$ cat src/rtl/bsel_pkg.sv
package bsel_pkg;

    typedef enum logic [1:0] {
        M_STEER = 2'd0,
        M_FETCH = 2'd1,
        M_EMIT  = 2'd2
    } mode_e;

    localparam int unsigned LANES = 2;
    localparam int unsigned LANE_FALSE = 0;
    localparam int unsigned LANE_TRUE = 1;

    typedef struct packed {
        mode_e mode;
        logic  sel;
    } fsm_s;

endpackage

$ cat src/rtl/bsel_mode_fsm.sv
module bsel_mode_fsm
    import bsel_pkg::*;
(
    input  logic  clk,
    input  logic  rst,
    input  logic  ctl_valid,
    input  logic  ctl_value,
    input  logic  data_fire,
    input  logic  out_fire,
    output logic  ctl_ready,
    output mode_e mode,
    output logic  sel
);

    fsm_s st_d, st_q;

    always_comb begin
        st_d = st_q;
        ctl_ready = (st_q.mode == M_STEER);
        unique case (st_q.mode)
            M_STEER: begin
                if (ctl_valid) begin
                    st_d.sel  = ctl_value;
                    st_d.mode = M_FETCH;
                end
            end
            M_FETCH: begin
                if (data_fire) begin
                    st_d.mode = M_EMIT;
                end
            end
            M_EMIT: begin
                if (out_fire) begin
                    st_d.mode = M_STEER;
                end
            end
            default: st_d.mode = M_STEER;
        endcase
    end

    always_ff @(posedge clk) begin
        if (rst) begin
            st_q <= '{mode: M_STEER, sel: 1'b0};
        end else begin
            st_q <= st_d;
        end
    end

    assign mode = st_q.mode;
    assign sel  = st_q.sel;

    // the latched steering value only changes while waiting for a token
    p_sel_held_r2: assert property (@(posedge clk) disable iff (rst)
        (st_q.mode != M_STEER) |=> $stable(st_q.sel));

    // a fetched word always leads to an emit phase
    p_fetch_to_emit_r2: assert property (@(posedge clk) disable iff (rst)
        (st_q.mode == M_FETCH && data_fire) |=> (st_q.mode == M_EMIT));

endmodule

$ cat src/rtl/bsel_lane_route.sv
module bsel_lane_route
    import bsel_pkg::*;
#(
    parameter int unsigned DATA_W = 16
) (
    input  logic              clk,
    input  logic              rst,
    input  mode_e             mode,
    input  logic              sel,
    input  logic              f_valid,
    input  logic [DATA_W-1:0] f_data,
    input  logic              t_valid,
    input  logic [DATA_W-1:0] t_data,
    output logic              f_ready,
    output logic              t_ready,
    output logic              data_fire,
    output logic [DATA_W-1:0] data_word
);

    logic [LANES-1:0]             lane_valid;
    logic [LANES-1:0]             lane_ready;
    logic [LANES-1:0][DATA_W-1:0] lane_data;

    assign lane_valid[LANE_FALSE] = f_valid;
    assign lane_valid[LANE_TRUE]  = t_valid;
    assign lane_data[LANE_FALSE]  = f_data;
    assign lane_data[LANE_TRUE]   = t_data;

    for (genvar g = 0; g < LANES; g++) begin : g_lane
        localparam logic LANE_CODE = (g == LANE_TRUE);
        assign lane_ready[g] = (mode == M_FETCH) && (sel == LANE_CODE);
    end

    assign f_ready   = lane_ready[LANE_FALSE];
    assign t_ready   = lane_ready[LANE_TRUE];
    assign data_fire = |(lane_ready & lane_valid);
    assign data_word = lane_data[sel];

    // never offer ready on both lanes
    p_single_lane_r5: assert property (@(posedge clk) disable iff (rst)
        !(f_ready && t_ready));

    // the offered lane matches the latched steering value
    p_lane_matches_r3: assert property (@(posedge clk) disable iff (rst)
        f_ready |-> (sel == 1'b0));
    p_lane_matches_r4: assert property (@(posedge clk) disable iff (rst)
        t_ready |-> (sel == 1'b1));

endmodule

$ cat src/rtl/bsel_out_stage.sv
module bsel_out_stage #(
    parameter int unsigned DATA_W = 16
) (
    input  logic              clk,
    input  logic              rst,
    input  logic              load,
    input  logic [DATA_W-1:0] load_data,
    input  logic              out_ready,
    output logic              out_valid,
    output logic [DATA_W-1:0] out_data,
    output logic              out_fire
);

    typedef struct packed {
        logic              vld;
        logic [DATA_W-1:0] dat;
    } slot_s;

    slot_s slot_d, slot_q;

    always_comb begin
        slot_d   = slot_q;
        out_fire = slot_q.vld && out_ready;
        if (out_fire) begin
            slot_d.vld = 1'b0;
        end
        if (load) begin
            slot_d.vld = 1'b1;
            slot_d.dat = load_data;
        end
    end

    always_ff @(posedge clk) begin
        if (rst) begin
            slot_q <= '0;
        end else begin
            slot_q <= slot_d;
        end
    end

    assign out_valid = slot_q.vld;
    assign out_data  = slot_q.dat;

    // a stalled word holds
    p_hold_r7: assert property (@(posedge clk) disable iff (rst)
        (out_valid && !out_ready) |=> (out_valid && $stable(out_data)));

    // never overwrite a pending word
    p_no_overwrite_r6: assert property (@(posedge clk) disable iff (rst)
        load |-> !out_valid);

    // a loaded word shows up on the next cycle
    p_load_latency_r9: assert property (@(posedge clk) disable iff (rst)
        load |=> out_valid);

endmodule

$ cat src/rtl/bool_select.sv
module bool_select
    import bsel_pkg::*;
#(
    parameter int unsigned DATA_W = 16
) (
    input  logic              clk,
    input  logic              rst,
    input  logic              ctl_valid,
    output logic              ctl_ready,
    input  logic              ctl_value,
    input  logic              f_valid,
    output logic              f_ready,
    input  logic [DATA_W-1:0] f_data,
    input  logic              t_valid,
    output logic              t_ready,
    input  logic [DATA_W-1:0] t_data,
    output logic              out_valid,
    input  logic              out_ready,
    output logic [DATA_W-1:0] out_data
);

    mode_e             mode;
    logic              sel;
    logic              data_fire;
    logic              out_fire;
    logic [DATA_W-1:0] data_word;

    bsel_mode_fsm u_fsm (
        .clk       (clk),
        .rst       (rst),
        .ctl_valid (ctl_valid),
        .ctl_value (ctl_value),
        .data_fire (data_fire),
        .out_fire  (out_fire),
        .ctl_ready (ctl_ready),
        .mode      (mode),
        .sel       (sel)
    );

    bsel_lane_route #(.DATA_W(DATA_W)) u_route (
        .clk       (clk),
        .rst       (rst),
        .mode      (mode),
        .sel       (sel),
        .f_valid   (f_valid),
        .f_data    (f_data),
        .t_valid   (t_valid),
        .t_data    (t_data),
        .f_ready   (f_ready),
        .t_ready   (t_ready),
        .data_fire (data_fire),
        .data_word (data_word)
    );

    bsel_out_stage #(.DATA_W(DATA_W)) u_out (
        .clk       (clk),
        .rst       (rst),
        .load      (data_fire),
        .load_data (data_word),
        .out_ready (out_ready),
        .out_valid (out_valid),
        .out_data  (out_data),
        .out_fire  (out_fire)
    );

    // steering intake and a pending output never overlap
    p_ctl_excl_r2: assert property (@(posedge clk) disable iff (rst)
        !(ctl_ready && out_valid));

    // no data lane is offered while a steering token is awaited
    p_no_early_data_r8: assert property (@(posedge clk) disable iff (rst)
        ctl_ready |-> !(f_ready || t_ready));

    // a taken steering token drops ctl_ready on the next cycle
    p_ctl_once_r2: assert property (@(posedge clk) disable iff (rst)
        (ctl_valid && ctl_ready) |=> !ctl_ready);

endmodule

$ cat config.mk
export PLATFORM = sky130hd
export DESIGN_NAME = bool_select
export DESIGN_NICKNAME = d
export VERILOG_FILES = /design/src/rtl/bsel_pkg.sv /design/src/rtl/bsel_mode_fsm.sv /design/src/rtl/bsel_lane_route.sv /design/src/rtl/bsel_out_stage.sv /design/src/rtl/bool_select.sv
export SDC_FILE = /design/constraint.sdc
export NUM_CORES = 1
export LEC_CHECK = 0
export BUFFER_PORTS_ARGS = -buffer_cell sky130_fd_sc_hd__buf_2
export CORE_MARGIN = 10
export CORE_UTILIZATION = 28
export CTS_CLUSTER_DIAMETER = 120
export DETAILED_ROUTE_END_ITERATION = 16
export GPL_ROUTABILITY_DRIVEN = 0
export GPL_TIMING_DRIVEN = 0
export HOLD_SLACK_MARGIN = 0.05
export PLACE_DENSITY = 0.65
export SYNTH_ARGS = -nofsm -noshare
export SYNTH_HDL_FRONTEND = slang
export SYNTH_SLANG_ARGS = --single-unit
$ cat constraint.sdc
create_clock -name clk -period 2.1 [get_ports clk]
set_input_delay 0.105 -clock clk [delete_from_list [all_inputs] [get_ports clk]]
set_output_delay 0.105 -clock clk [all_outputs]
set_load 0.03 [all_outputs]
==> run metrics <==
Synth Area in Compound Gates 28.31%; share of cells above drive strength 1 50.32%; clock transition at the registers of the reported paths 110 ps; Post-route DRC 0; Die Footprint 0.006229 mm2; cell area power density 750.3 mW/mm2; Max Buffers Root-to-Sink 2; Core Region 0.003337 mm2; CTS resizes 0; status finished, final reports clean; Pleak 0.5902 nW; WP data arrival 1640 ps; CTS tree done; CTS sink cnt 20; adder-cell area share of the yosys netlist 0%; Worst setup EP type primary output; post-detailed-route via-to-cell ratio 4.587; largest net degree at the start of global routing 13; slack of the critical path 357.3 ps; Worst Tran Pin Value 657.9 ps; Tot GR Track Use 9.533%; Worst setup SP type flip-flop; Die Wd 78.93 um; H-tree levels 1; Total Wirelength 2935 um; Syn Nets 133; DP HPWL 2379 um; initial antenna violation count 0; WS Path Type flip-flop to primary output; Hold Crit Class input pin to flip-flop; final critical-path required period 1743 ps; starting density of the core 29.13%; Slew Limit Fails 0; synthesis-to-finish area growth 40.67%; Final Setup Violations 0; multiplexer area fraction after synthesis 18.02%; io pins 59; post-CTS setup buffers 0; Syn. warnings 0; post-synth design cell area 972.2 um2; clock buffers created by TritonCTS 3; Yosys reg bits 20; clock latency on the worst-skew pair 290 ps; die height 78.93 um; Rel. slew slack 56.14%; Post-Synth XOR/XNOR Area 0%; period utilisation layout 82.99%; GR Overflow Total 0; diode count 0; max_cap viols 0; first-pass GRT wire length 4899 um; VDD IR max 238.2 uV; RSZ-0062 raised after global routing false; clk root buf clkbuf_4; Clock Skews 0.8916 ps; via count 922; largest family of logic cells by synthesized area compound AO/OA/AOI/OAI gates; Post-Syn Instances 94; row cnt 21; Max Freq 573.8 MHz; final antenna-violating net count 0; Mapped Avg Cell Area 10.34 um2; cts hold-fix bufs 0; IO Port Bufs 57; Crit path required time 2000 ps; setup TNS 0 ps; DRT iter0 DRCs 8; fin nets 195; number of distinct library cells after synthesis 19; Setup WS pre-CTS 675.8 ps; drt first pass iters 4; Critical Path Fanout Max 10; Post-Synth Simple-Gate Area 6.692%; vias in the first global route 1061; WL/cell 14.60 um; sequential area share after synthesis 41.18%; final hold violation count 0
[critical path, cell delays in order (launching register included)]
cell,delay [ps]
dfxtp_1,380
nor2b_1,150
buf_2,220
buf_2,250
nor2b_1,140
buf_2,200
[cells in the mapped netlist (all sizes together)]
library cell,n,area [um2]
dfxtp,20,400.4
a21oi,19,95.09
a211oi,16,170.2
mux2i,16,160.2
buf,6,45.04
clkbuf,3,11.26
and2,2,12.51
nand2,2,7.510
nor2,2,7.510
nor2b,2,12.51
a21bo,1,10.01
mux2,1,15.01
nand2b,1,6.260
nand3,1,5.000
nand3b,1,7.510
nor4,1,6.260
[placed cells by master (no fill, tap or decap), types with 2 or more instances in the layout]
master / Yosys / routed
a211oi_2: 10 / 10
buf_2: 3 / 60
dfxtp_1: 20 / 20
nor2b_1: 2 / 2
nand2_1: 2 / 2
buf_6: 2 / 2
a211oi_1: 6 / 6
mux2i_1: 16 / 16
and2_1: 2 / 2
nor2_1: 2 / 2
clkbuf_4: 0 / 3
clkbuf_1: 3 / 3
a21oi_1: 19 / 19
[state kept, by name (all words and copies together), names as in the netlist]
register and cells:
u_out.out_data 16, u_fsm.sel 1, u_fsm.mode 2, u_out.out_valid 1
[final timing paths]
check | slack (ps) | depth (start not counted) | to | start
hold reg to reg | 490 | 1 | u_fsm.mode[0]$_SDFFE_PP0P_ | u_fsm.mode[1]$_SDFFE_PP0P_
setup / recovery | 360 | 5 | f_ready | u_fsm.mode[0]$_SDFFE_PP0P_
setup reg to reg | 660 | 5 | u_out.out_data[4]$_SDFFE_PP0P_ | u_fsm.sel$_SDFFE_PP0N_
hold / removal | 70 | 3 | u_fsm.sel$_SDFFE_PP0N_ | ctl_value
[cell families after synthesis]
kind of cell / Yosys count
compound gates: 36
mux: 17
simple gates: 12
flops: 20
buf+inv: 9
[area by class of cell]
type                    count  area (um2)
plain buffers               9       56.30
clock buffers               3       22.52
clock inverters             1       30.03
fillers                   358        1969
multi-input cells          65       515.5
flip-flops and latches     20       400.4
well taps                  46       57.56
repair buffers             57       285.3
[per-layer routing]
layer | up-vias | share of wire (%) | track usage [%]
li1 | 468 | - | -
met1 | 422 | 39 | 10.06
met2 | 30 | 52 | 17.02
met3 | 2 | 8.2 | 2.928
met4 | 0 | 1.2 | 4.301
met5 | - | 0 | 0
[power by group]
group | switching [mW] | internal [mW]
registers | 0.0177 | 0.411
clock network | 0.116 | 0.193
logic | 0.176 | 0.113
[metrics by stage]
stage | hold slack (ps) | area [um2] | total power, mW | utilization [%] | cells
2_1_floorplan | 252.5 | 972.2 | 0.6335 | - | 94
3_3_place_gp | 382.3 | 1315 | 0.7228 | 39.41 | 197
3_5_place_dp | 383.6 | 1315 | 0.7309 | 39.41 | 197
4_1_cts | 50.05 | 1368 | 1.046 | 40.98 | 201
5_1_grt | 75.20 | 1368 | 1.088 | 40.98 | 201
6_report | 70.46 | 1368 | 1.026 | 40.98 | 201
Power figures use the tool's default switching activity.
